<file path="config.mk">
export PLATFORM = sky130hd
export DESIGN_NAME = jabber_sqe_mon
export DESIGN_NICKNAME = d
export VERILOG_FILES = /design/src/rtl/jsm_pkg.sv /design/src/rtl/jsm_jabber_timer.sv /design/src/rtl/jsm_sqe_gen.sv /design/src/rtl/jsm_col_merge.sv /design/src/rtl/jabber_sqe_mon.sv
export SDC_FILE = /design/constraint.sdc
export NUM_CORES = 1
export LEC_CHECK = 0
export BUFFER_PORTS_ARGS = -buffer_cell sky130_fd_sc_hd__buf_4
export CAP_MARGIN = 25
export CORE_ASPECT_RATIO = 0.9
export CORE_MARGIN = 3
export CORE_UTILIZATION = 59
export DETAILED_ROUTE_END_ITERATION = 8
export PLACE_DENSITY_LB_ADDON = 0.25
export SLEW_MARGIN = 40
export SYNTH_ARGS = -nofsm -noshare
export SYNTH_HDL_FRONTEND = slang
export SYNTH_SLANG_ARGS = --single-unit
</file>
<file path="constraint.sdc">
create_clock -name clk -period 2.1 [get_ports clk]
set_clock_uncertainty 0.1 [all_clocks]
set_input_delay 0.105 -clock clk [delete_from_list [all_inputs] [get_ports clk]]
set_output_delay 0.105 -clock clk [all_outputs]
set_load 0.02 [all_outputs]
</file>
<file path="src/rtl/jsm_pkg.sv">
package jsm_pkg;
   typedef enum logic [1:0] {
      SQE_IDLE  = 2'd0,
      SQE_WAIT  = 2'd1,
      SQE_PULSE = 2'd2
   } sqe_phase_e;

   function automatic int cnt_width(input int max_val);
      return (max_val < 2) ? 1 : $clog2(max_val + 1);
   endfunction
endpackage

</file>
<file path="src/rtl/jsm_jabber_timer.sv">
module jsm_jabber_timer #(
   parameter int JAB_CYC   = 200000,
   parameter int UNJAB_CYC = 2500000
) (
   input  logic clk,
   input  logic rst_n,
   input  logic tx_en,
   output logic jabbed
);
   localparam int MAXC = (JAB_CYC > UNJAB_CYC) ? JAB_CYC : UNJAB_CYC;
   localparam int CW   = jsm_pkg::cnt_width(MAXC);
   localparam logic [CW-1:0] JAB_LAST   = CW'(JAB_CYC - 1);
   localparam logic [CW-1:0] UNJAB_LAST = CW'(UNJAB_CYC - 1);

   logic [CW-1:0] cnt;

   always_ff @(posedge clk) begin
      if (!rst_n) begin
         jabbed <= 1'b0;
         cnt    <= '0;
      end else if (!jabbed) begin
         if (tx_en) begin
            if (cnt == JAB_LAST) begin
               jabbed <= 1'b1;
               cnt    <= '0;
            end else begin
               cnt <= cnt + 1'b1;
            end
         end else begin
            cnt <= '0;
         end
      end else begin
         if (tx_en) begin
            cnt <= '0;
         end else if (cnt == UNJAB_LAST) begin
            jabbed <= 1'b0;
            cnt    <= '0;
         end else begin
            cnt <= cnt + 1'b1;
         end
      end
   end
endmodule

</file>
<file path="src/rtl/jsm_sqe_gen.sv">
module jsm_sqe_gen #(
   parameter int SQE_DLY_CYC = 10,
   parameter int SQE_LEN_CYC = 10
) (
   input  logic clk,
   input  logic rst_n,
   input  logic tx_en,
   input  logic jabbed,
   input  logic hb_allow,
   output logic sqe
);
   import jsm_pkg::*;

   localparam int MAXC = (SQE_DLY_CYC > SQE_LEN_CYC) ? SQE_DLY_CYC : SQE_LEN_CYC;
   localparam int CW   = cnt_width(MAXC);
   localparam logic [CW-1:0] DLY_LAST = CW'(SQE_DLY_CYC - 1);
   localparam logic [CW-1:0] LEN_LAST = CW'(SQE_LEN_CYC - 1);

   sqe_phase_e    phase;
   logic [CW-1:0] cnt;
   logic          tx_q;
   logic          frame_end;

   assign frame_end = tx_q & ~tx_en & ~jabbed;
   assign sqe       = (phase == SQE_PULSE);

   always_ff @(posedge clk) begin
      if (!rst_n) begin
         tx_q  <= 1'b0;
         phase <= SQE_IDLE;
         cnt   <= '0;
      end else begin
         tx_q <= tx_en;
         if (!hb_allow) begin
            phase <= SQE_IDLE;
            cnt   <= '0;
         end else if (frame_end) begin
            phase <= SQE_WAIT;
            cnt   <= '0;
         end else begin
            unique case (phase)
               SQE_WAIT: begin
                  if (cnt == DLY_LAST) begin
                     phase <= SQE_PULSE;
                     cnt   <= '0;
                  end else begin
                     cnt <= cnt + 1'b1;
                  end
               end
               SQE_PULSE: begin
                  if (cnt == LEN_LAST) begin
                     phase <= SQE_IDLE;
                     cnt   <= '0;
                  end else begin
                     cnt <= cnt + 1'b1;
                  end
               end
               default: begin
                  phase <= SQE_IDLE;
                  cnt   <= '0;
               end
            endcase
         end
      end
   end
endmodule

</file>
<file path="src/rtl/jsm_col_merge.sv">
module jsm_col_merge (
   input  logic tx_en,
   input  logic rx_act,
   input  logic full_dup,
   input  logic jabbed,
   input  logic sqe,
   output logic col
);
   logic overlap;

   always_comb begin
      overlap = tx_en & rx_act & ~full_dup;
      col     = overlap | jabbed | sqe;
   end
endmodule

</file>
<file path="src/rtl/jabber_sqe_mon.sv">
module jabber_sqe_mon #(
   parameter int JAB_CYC     = 200000,
   parameter int UNJAB_CYC   = 2500000,
   parameter int SQE_DLY_CYC = 10,
   parameter int SQE_LEN_CYC = 10,
   parameter bit HB_SUPPORT  = 1'b1
) (
   input  logic clk,
   input  logic rst_n,
   input  logic tx_en_i,
   input  logic rx_act_i,
   input  logic full_dup_i,
   input  logic hb_dis_i,
   output logic tx_out_en_o,
   output logic jabber_o,
   output logic col_o
);
   if (JAB_CYC < 2) begin : g_bad_jab
      $error("JAB_CYC must be at least 2");
   end
   if (UNJAB_CYC < 2) begin : g_bad_unjab
      $error("UNJAB_CYC must be at least 2");
   end
   if (SQE_DLY_CYC < 1 || SQE_LEN_CYC < 1) begin : g_bad_sqe
      $error("SQE delay and width must be at least 1");
   end

   logic jabbed;
   logic sqe;
   logic hb_allow;

   assign hb_allow = ~full_dup_i & ~hb_dis_i;

   jsm_jabber_timer #(
      .JAB_CYC   (JAB_CYC),
      .UNJAB_CYC (UNJAB_CYC)
   ) u_jab (
      .clk    (clk),
      .rst_n  (rst_n),
      .tx_en  (tx_en_i),
      .jabbed (jabbed)
   );

   if (HB_SUPPORT) begin : g_hb
      jsm_sqe_gen #(
         .SQE_DLY_CYC (SQE_DLY_CYC),
         .SQE_LEN_CYC (SQE_LEN_CYC)
      ) u_sqe (
         .clk      (clk),
         .rst_n    (rst_n),
         .tx_en    (tx_en_i),
         .jabbed   (jabbed),
         .hb_allow (hb_allow),
         .sqe      (sqe)
      );
   end else begin : g_no_hb
      assign sqe = 1'b0;
   end

   jsm_col_merge u_col (
      .tx_en    (tx_en_i),
      .rx_act   (rx_act_i),
      .full_dup (full_dup_i),
      .jabbed   (jabbed),
      .sqe      (sqe),
      .col      (col_o)
   );

   assign jabber_o    = jabbed;
   assign tx_out_en_o = tx_en_i & ~jabbed;
endmodule

</file>
# Word level (Yosys, flattened, before mapping)
# Cells that the tools add are included.
[word_totals]
n_memories = 0
ff_bits = 30
mem_bits_ro = 0
ramBits = 0
latch_bits = 0
[op_classes]
order_cmp = 0
bitwise_logic = 15
n_mux = 14
div = 0
mul = 0
n_reduce_logical = 6
shift = 0
n_addsub = 2
eq_ne = 9
[ops]
columns = ["cell", "count"]
rows = [
  ["$mux W22", 5],
  ["$add A22 B1 Y22 const B", 1],
  ["$eq A22 B18 Y1 const B", 1],
  ["$eq A22 B22 Y1 const B", 1],
  ["$not A1 Y1", 7],
  ["$and A1 B1 Y1", 6],
  ["$mux W1", 6],
  ["$reduce_and A2 Y1", 3],
  ["$reduce_or A5 Y1", 1],
  ["$add A4 B1 Y4 const B", 1],
  ["$eq A4 B4 Y1 const B", 1],
  ["$mux W2", 2],
  ["$pmux W2 S2", 1],
  ["$ne A3 B1 Y1 const B", 1],
  ["$ne A3 B3 Y1 const B", 1],
  ["$reduce_or A3 Y1", 1],
  ["$eq A2 B1 Y1 const B", 1],
  ["$eq A2 B2 Y1 const B", 1],
  ["$ne A2 B1 Y1 const B", 1],
  ["$ne A2 B2 Y1 const B", 1],
  ["$or A1 B1 Y1", 2],
  ["$reduce_or A2 Y1", 1],
]

# Logic depth before layout (Yosys ltp)
# Gate-level depths: netlist (run 1).
[depth]
word_depth = 5
ltp_mapped = 6
mapped_depth_nobuf = 6

# Hierarchy
# A second synthesis (run 1) with hierarchy kept.
[unflattened]
cells_unflattened = 166
area_unflattened_um2 = 1594.0
[by_module_without_submodules]
columns = ["module", "seq_area_each_um2", "cells_each", "area_per_inst_um2", "instances"]
rows = [
  ["jsm_jabber_timer", 460.4, 129, 1209.9, 1],
  ["jsm_sqe_gen", 140.1, 32, 354.1, 1],
  ["jabber_sqe_mon", 0.0, 2, 17.5, 1],
  ["jsm_col_merge", 0.0, 3, 12.5, 1],
]

# Worst setup path before layout (run 1)
# Ideal clock, no wire load.
[synth_path]
path_type = "register to register"
startpoint = "reg u_jab.cnt[5]"
endpoint = "reg u_jab.cnt[21]"
arrival_ns = 1.716
path_slack_ns = 0.198
path_stages_with_launch = 7
synth_period_minus_slack_ns = 1.902
required_ns = 1.914
setup_time_ns = 0.086
cell_sequence = "dfxtp_1 -> buf_2 -> nand3_1 -> or3_1 -> buf_2 -> or4_1 -> a211oi_1"
[synth_between]
elab_chain_cells = 4
elab_cells_between_ends = 8
cone_classes = "add/sub: 1; eq/ne: 2; mux: 5"
[synth_lines]
columns = ["item", "line", "rtl"]
rows = [
  ["start: declaration", "jsm_jabber_timer.sv:15", "logic [CW-1:0] cnt;"],
  ["start signal: assignment", "jsm_jabber_timer.sv:27", "cnt <= cnt + 1'b1;"],
  ["start signal: assignment", "jsm_jabber_timer.sv:39", "cnt <= cnt + 1'b1;"],
  ["$add A22 B1 Y22 (tied with other cells)", "jsm_jabber_timer.sv:27, jsm_jabber_timer.sv:39", ""],
  ["$mux W22 (on tied branches)", "jsm_jabber_timer.sv:23, jsm_jabber_timer.sv:35", ""],
  ["$mux W22 (on tied branches)", "jsm_jabber_timer.sv:22, jsm_jabber_timer.sv:33", ""],
  ["$mux W22 (*)", "jsm_jabber_timer.sv:21", "end else if (!jabbed) begin"],
]
# Mark *: on every way between the ends. The rest lies on a longest branch, timed or not.
# A chain may end at the register's enable or synchronous reset.

# Final worst setup path (run 1)
[layout_path]
startpoint = "reg u_jab.cnt[7]"
endpoint = "reg u_jab.cnt[21]"
# The elaborated chain is that of the path after synthesis.

==> results.sh, run 1 <==
export IMPL_result_of_the_run="finished, final reports clean"
export IMPL_final_setup_viols=0
export IMPL_clock_pin_slew_worst_setup_and_hold_paths_ps=100
export IMPL_cts_tree="yes"
export IMPL_crit_arrival_ps=2110
export IMPL_avgSynthCellArea_um2=8.77
export IMPL_place_port_buffers=8
export IMPL_yosys_top_cells_count="sky130_fd_sc_hd__dfxtp_1, sky130_fd_sc_hd__nor3_1, sky130_fd_sc_hd__nand3_1, sky130_fd_sc_hd__nor2_1, sky130_fd_sc_hd__xnor2_1"
export IMPL_overflow_after_grt=0
export IMPL_clock_insertion_delay_at_the_later_pin_of_the_skew_report_ps=340
export IMPL_synth_xor_xnor_area_share_pct=8.81
export IMPL_worstReg2RegEnd="u_jab.cnt[21]"
export IMPL_synth_edff_count=0
export IMPL_clock_tree_root_cell="sky130_fd_sc_hd__clkbuf_4"
export IMPL_timing_final_crit_period_ps=1950
export IMPL_grt_first_pass_wirelength_um=5520
export IMPL_crit_path_cell_trace="nand3_1 > or3_4 > or4_1 > a211oi_1"
export IMPL_number_of_placement_rows=16
export IMPL_antennaDiodeCount=0
export IMPL_regToRegStartpoint="u_jab.cnt[7]"
export IMPL_grt_start_max_net_pins=23
export IMPL_antenna_left=0
export IMPL_finalWorstSetupSlack_ps=151
export IMPL_die_w_um=59.0
export IMPL_postSynthCellCount=170
export IMPL_htree_num_levels=2
export IMPL_cts_bufs_inserted=5
export IMPL_ys_types=34
export IMPL_syn_num_nets=181
export IMPL_final_layout_size_suffix_gt1_share_pct=16.0
export IMPL_via_per_inst=6.36
export IMPL_dieHeight_um=53.7
export IMPL_start_util_pct=65.4
export IMPL_post_synth_top_area_cell="sky130_fd_sc_hd__dfxtp_1"
export IMPL_final_max_slew_viol_count=0
export IMPL_timing_reg2reg_worst_path_depth=4
export IMPL_yosys_mux_area_fraction_pct=0
export IMPL_final_period_utilization_pct=92.8
export IMPL_cpPeakStageDelay_ps=480
export IMPL_fp_dieArea_mm2=0.00317
export IMPL_grt_pass1_vias=1215
export IMPL_power_static_leakage_nw=0.539
export IMPL_crit_family="simple AND/OR/NAND/NOR gates"
export IMPL_num_nets_final=198
export IMPL_launch_point_of_the_worst_path="u_jab.cnt[7]"
export IMPL_timing_critical_path_required_ps=2260
export IMPL_post_place_ws_ps=83.8
export IMPL_synth_simple_gate_area_share_pct=33.1
export IMPL_synth_adder_area_share_pct=4.19
export IMPL_synth_async_sr_flop_share_pct=0
export IMPL_hold_slack_ps=8.88
export IMPL_synth_area_top_cells="sky130_fd_sc_hd__dfxtp_1, sky130_fd_sc_hd__nor3_1, sky130_fd_sc_hd__xnor2_1, sky130_fd_sc_hd__ha_1, sky130_fd_sc_hd__a211oi_1"
export IMPL_synth_warning_count=0
export IMPL_clock_sink_count=30
export IMPL_grt_antenna_before_repair=0
export IMPL_top_count_cell_post_synth="sky130_fd_sc_hd__dfxtp_1"
export IMPL_globalRouteTotalUtil_pct=23.4
export IMPL_area_share_of_the_largest_cell_type_after_synthesis_pct=40.3
export IMPL_r2r_slack_ps=150
export IMPL_detailroute_via_count=1367
export IMPL_powerDensity_mw_per_mm2=612
export IMPL_setup_repair_after_global_routing_missed_its_margin="false"
export IMPL_cts_max_path_buffers=2
export IMPL_worst_slew_margin_rel_pct=74.2
export IMPL_num_io_pins=9
export IMPL_core_outline_area_mm2=0.00228
export IMPL_critical_path_endpoint="u_jab.cnt[21]"
export IMPL_area_growth_syn_to_layout_pct=15.4
export IMPL_synth_cell_area_mm2=0.00149
export IMPL_crit_cells=4
export IMPL_peakVddDrop_mv=0.530
export IMPL_path_buf_inv=0
export IMPL_final_hold_viol_count=0
export IMPL_cap_violations=0
export IMPL_max_slew_worst_pin_slew_ps=383
export IMPL_yosysSeqAreaShare_pct=40.3
export IMPL_cpMaxStageDelayCell="sky130_fd_sc_hd__or4_1"
export IMPL_cp_end_kind="flip-flop"
export IMPL_fmax_mhz=513
export IMPL_timing_critical_path_from_type="flip-flop"
export IMPL_gpl_final_weighted_congestion=0.870
export IMPL_main_combinational_cell_family_by_area_after_synthesis="simple AND/OR/NAND/NOR gates"
export IMPL_wirelength_um=3260
export IMPL_synth_seq_cells=30
export IMPL_tns_ps=0
export IMPL_drt_pre_antenna_iters=4
export IMPL_route_detailed_drc=0
export IMPL_drt_iter0_drc=69
export IMPL_synth_compound_area_share_pct=10.2
export IMPL_synth_flop_type="sky130_fd_sc_hd__dfxtp_1"
export IMPL_hold_class="in2reg"
export IMPL_timing_setup_critical_path_class="reg2reg"
export IMPL_place_detailed_hpwl_um=2270
export IMPL_wl_per_cell_um=15.2
export IMPL_cp_max_fo=10
[placed cells by master (no fill, tap or decap), drive strengths merged, types with 2 or more instances in the layout]
cell	n
buf	13
nand2	8
and3	3
inv	6
nor3	16
clkbuf	8
and2	2
o21ai	7
nor2b	2
xor2	6
nor3b	2
a211oi	8
o22ai	2
xnor2	9
nor4bb	3
nor2	9
nand3	11
nor4	4
dlygate4sd3	4
dfxtp	30
o31ai	4
and4	2
or4	4
or3	6
nor4b	2
nand4	7
ha	5
[where the power goes]
group | total (mW) | switching, mW | internal (mW)
clock | 0.432 | 0.203 | 0.228
sequential | 0.574 | 0.00226 | 0.571
combinational | 0.0478 | 0.0261 | 0.0217
total | 1.05 | 0.231 | 0.822
[final cells by class]
cell class                      count  area [um^2]
Inverter                            6         22.5
Sequential cell                    30          602
Clock buffer                        8         78.8
Timing Repair Buffer               17          138
Tap cell                           27         33.8
Fill cell                         166          561
Multi-Input combinational cell    127          847
[per-layer routing]
metal  global-route usage [%]  vias up  share of wire (%)
met5                        0        -                  0
met4                     12.8        0                1.6
met3                     5.52        8                6.0
met2                     37.1       44                 48
met1                     29.5      646                 45
li1                         -      669                  -
[worst min-delay path: stages]
cell and delay [ps]:
sky130_fd_sc_hd__buf_4 80, sky130_fd_sc_hd__nor3b_1 40, sky130_fd_sc_hd__o21ai_0 110, sky130_fd_sc_hd__a211oi_1 60
[state kept, by name (all words and copies together) (netlist names)]
name and count:
g_hb.u_sqe.cnt 4, g_hb.u_sqe.phase 2, g_hb.u_sqe.tx_q 1, u_jab.cnt 22
u_jab.jabbed 1
[per-stage QoR]
| step | total power [mW] | utilization (%) | instance area [um^2] | instances |
|---|---|---|---|---|
| 6_report | 1.05 | 75.4 | 1720 | 215 |
| 5_1_grt | 1.09 | 75.4 | 1720 | 215 |
| 4_1_cts | 1.06 | 75.1 | 1710 | 215 |
| 3_5_place_dp | 0.629 | 69.8 | 1590 | 203 |
| 2_1_floorplan | 0.609 | - | 1490 | 170 |
| 3_3_place_gp | 0.626 | 69.8 | 1590 | 203 |
[worst min-delay path by stage]
stage | startpoint | endpoint | slack [ps] | cells past startpoint
floorplan | tx_en_i | g_hb.u_sqe.tx_q | 130 | 1
global placement | rst_n | g_hb.u_sqe.tx_q | 230 | 2
detailed placement | rst_n | g_hb.u_sqe.tx_q | 240 | 2
CTS | full_dup_i | g_hb.u_sqe.phase[1] | 4 | 4
global route | full_dup_i | g_hb.u_sqe.phase[1] | 90 | 4
finish | full_dup_i | g_hb.u_sqe.phase[1] | 9 | 4
[cells by family after synthesis]
kind of cell | Yosys count
compound gates | 23
xor+xnor | 15
fa+ha+maj | 5
buf+inv | 13
flops | 30
simple gates | 84
[repair_timing]
item / 4_1_cts / 5_1_grt
setup endpoints to repair: 0 / 3
resized for setup: 0 / 3
buffers inserted: 0 / 0
hold buffers: 4 / 0
endpoints found under the hold margin: 3 / 0
Power figures use the tool's default switching activity.
==> run 2, diff against run 1 <==
--- a/config.mk
+++ b/config.mk
@@ -9,7 +9,8 @@
 export CAP_MARGIN = 25
 export CORE_ASPECT_RATIO = 0.9
 export CORE_MARGIN = 3
-export CORE_UTILIZATION = 59
+export CORE_UTILIZATION = 60
+export CTS_BUF_LIST = sky130_fd_sc_hd__clkbuf_8
 export DETAILED_ROUTE_END_ITERATION = 8
 export PLACE_DENSITY_LB_ADDON = 0.25
 export SLEW_MARGIN = 40
==> run 2 against run 1 <==
  * Setup slack got worse by 12 ps
  * Core utilization increased by 0.17 points
  * Register-to-register slack about the same
  * Global-route usage decreased by 0.79 points
  * Cell area decreased by 0.65%
  * Worst hold slack improved by 3.7 ps
  * Wire length decreased by 4.3%
  * Fmax decreased by 0.62%
  * Largest cell class unchanged
==> results.sh, run 2 (synthesized netlist as in run 1, its figures left out) <==
export IMPL_result_of_the_run="finished, final reports clean"
export IMPL_largest_registers="u_jab.cnt: 22 flops, g_hb.u_sqe.cnt: 4 flops, g_hb.u_sqe.phase: 2 flops"
export IMPL_drt_iter0_drc=84
export IMPL_timing_final_crit_period_ps=1960
export IMPL_final_setup_viols=0
export IMPL_largest_register="u_jab.cnt"
export IMPL_largest_register_ff_count=22
export IMPL_dieHeight_um=53.3
export IMPL_final_hold_viol_count=0
export IMPL_drt_pre_antenna_iters=4
export IMPL_cp_end_kind="flip-flop"
export IMPL_tns_ps=0
export IMPL_place_port_buffers=8
export IMPL_setup_repair_after_global_routing_missed_its_margin="false"
export IMPL_area_growth_syn_to_layout_pct=14.7
export IMPL_launch_point_of_the_worst_path="u_jab.cnt[0]"
export IMPL_fp_dieArea_mm2=0.00312
export IMPL_n_fill_cell=157
export IMPL_timing_reg2reg_worst_path_depth=5
export IMPL_cts_tree="yes"
export IMPL_grt_pass1_vias=1180
export IMPL_cap_violations=0
export IMPL_num_io_pins=9
export IMPL_peakVddDrop_mv=0.727
export IMPL_clock_sink_count=30
export IMPL_clock_tree_root_cell="sky130_fd_sc_hd__clkbuf_8"
export IMPL_final_max_slew_viol_count=0
export IMPL_crit_arrival_ps=2050
export IMPL_fmax_mhz=510
export IMPL_grt_antenna_before_repair=0
export IMPL_placed_area_mm2=0.00159
export IMPL_cts_bufs_inserted=5
export IMPL_clock_insertion_delay_at_the_later_pin_of_the_skew_report_ps=280
export IMPL_hold_class="in2reg"
export IMPL_globalRouteTotalUtil_pct=22.6
export IMPL_final_period_utilization_pct=93.4
export IMPL_timing_critical_path_from_type="flip-flop"
export IMPL_via_per_inst=6.15
export IMPL_timing_critical_path_required_ps=2190
export IMPL_wirelength_um=3120
export IMPL_overflow_after_grt=0
export IMPL_htree_num_levels=2
export IMPL_clock_pin_slew_worst_setup_and_hold_paths_ps=60
export IMPL_most_used_cells_in_the_layout_excluding_fill_and_tap_cells="sky130_fd_sc_hd__dfxtp_1, sky130_fd_sc_hd__nor3_1, sky130_fd_sc_hd__buf_4"
export IMPL_wl_per_cell_um=14.6
export IMPL_powerDensity_mw_per_mm2=632
export IMPL_final_layout_size_suffix_gt1_share_pct=14.5
export IMPL_finish_instance_area_mm2=0.00171
export IMPL_antenna_left=0
export IMPL_cts_max_path_buffers=2
export IMPL_regToRegStartpoint="u_jab.cnt[0]"
export IMPL_r2r_slack_ps=140
export IMPL_gpl_final_weighted_congestion=0.828
export IMPL_worst_slew_margin_rel_pct=76.0
export IMPL_grt_first_pass_wirelength_um=5130
export IMPL_antennaDiodeCount=0
export IMPL_layout_cells_most_common="sky130_fd_sc_hd__dfxtp_1"
export IMPL_core_outline_area_mm2=0.00226
export IMPL_grt_start_max_net_pins=23
export IMPL_critical_path_endpoint="u_jab.cnt[18]"
export IMPL_power_static_leakage_nw=0.538
export IMPL_num_nets_final=196
export IMPL_detailroute_via_count=1311
export IMPL_total_power_mw=1.08
export IMPL_route_detailed_drc=0
export IMPL_die_w_um=58.6
export IMPL_max_slew_worst_pin_slew_ps=356
export IMPL_cts_repair_timing_setup_buffer_count=0
export IMPL_start_util_pct=65.9
export IMPL_hold_path_startpoint="hb_dis_i"
export IMPL_timing_setup_critical_path_class="reg2reg"
export IMPL_cp_max_fo=4
export IMPL_worstReg2RegEnd="u_jab.cnt[18]"
export IMPL_place_detailed_hpwl_um=2250
export IMPL_number_of_placement_rows=16
[run 2: changes by cell type in the layout (fill, tap and decap cells not counted), sizes merged]
cell and delta:
clkbuf -2, clkinv +1, dlygate4sd3 -2, inv +1
[run 2: metrics by stage]
| step | utilization, % | instances | hold WS, ps | setup WS, ps |
|---|---|---|---|---|
| 6_report | 75.6 | 213 | 12.6 | 139 |
| 5_1_grt | 75.6 | 213 | 39.9 | 29.5 |
| 4_1_cts | 75.4 | 213 | 7.48 | 83.6 |
| 3_5_place_dp | 70.5 | 203 | 238 | 93.1 |
| 3_3_place_gp | 70.5 | 203 | 231 | 175 |
| 2_1_floorplan | - | 170 | 127 | 198 |
[run 2: worst max-delay path, stage by stage (launching register included)]
cell,delay [ps]
sky130_fd_sc_hd__dfxtp_1,370
sky130_fd_sc_hd__ha_1,240
sky130_fd_sc_hd__nand4_1,140
sky130_fd_sc_hd__or3_1,450
sky130_fd_sc_hd__or3_1,330
sky130_fd_sc_hd__a211oi_1,240
[run 2: layout make-up]
cell class | count | area [um^2] | area share (%)
clock buffer | 6 | 82.6 | 4.83
clock inverter | 2 | 8.76 | 0.512
inverter | 6 | 22.5 | 1.32
multi-input combinational | 127 | 845 | 49.4
sequential | 30 | 601 | 35.1
tap | 27 | 33.8 | 1.98
timing repair buffer | 15 | 118 | 6.88
[run 2: per-layer routing]
| layer | vias to the layer above | track usage (%) | part of all wire, % |
|---|---|---|---|
| li1 | 661 | - | - |
| met1 | 607 | 27.3 | 44 |
| met2 | 36 | 35.1 | 47 |
| met3 | 7 | 5.85 | 5.8 |
| met4 | 0 | 15.1 | 2.4 |
| met5 | - | 0 | 0 |
[run 2: report_power, final]
group | leakage, nW | switching, mW | total [mW] | internal (mW)
combinational | 0.244 | 0.0251 | 0.0444 | 0.0192
clock | 0.0524 | 0.204 | 0.463 | 0.259
sequential | 0.242 | 0.00206 | 0.574 | 0.572
total | 0.538 | 0.231 | 1.08 | 0.850
[run 2: worst min path at each step]
| stage | to | cells after the start |
|---|---|---|
| final | g_hb.u_sqe.phase[0] | 3 |
| after global routing | g_hb.u_sqe.phase[0] | 3 |
| after CTS | g_hb.u_sqe.phase[0] | 3 |
| after detailed placement | g_hb.u_sqe.tx_q | 2 |
| after global placement | g_hb.u_sqe.tx_q | 2 |
| after floorplan | g_hb.u_sqe.tx_q | 1 |
[run 2: timing repair]
action | in CTS | in global routing
endpoints found under the setup margin | 0 | 3
hold buffers | 2 | 0
hold endpoints to repair | 1 | 0
gates resized for setup | 0 | 1
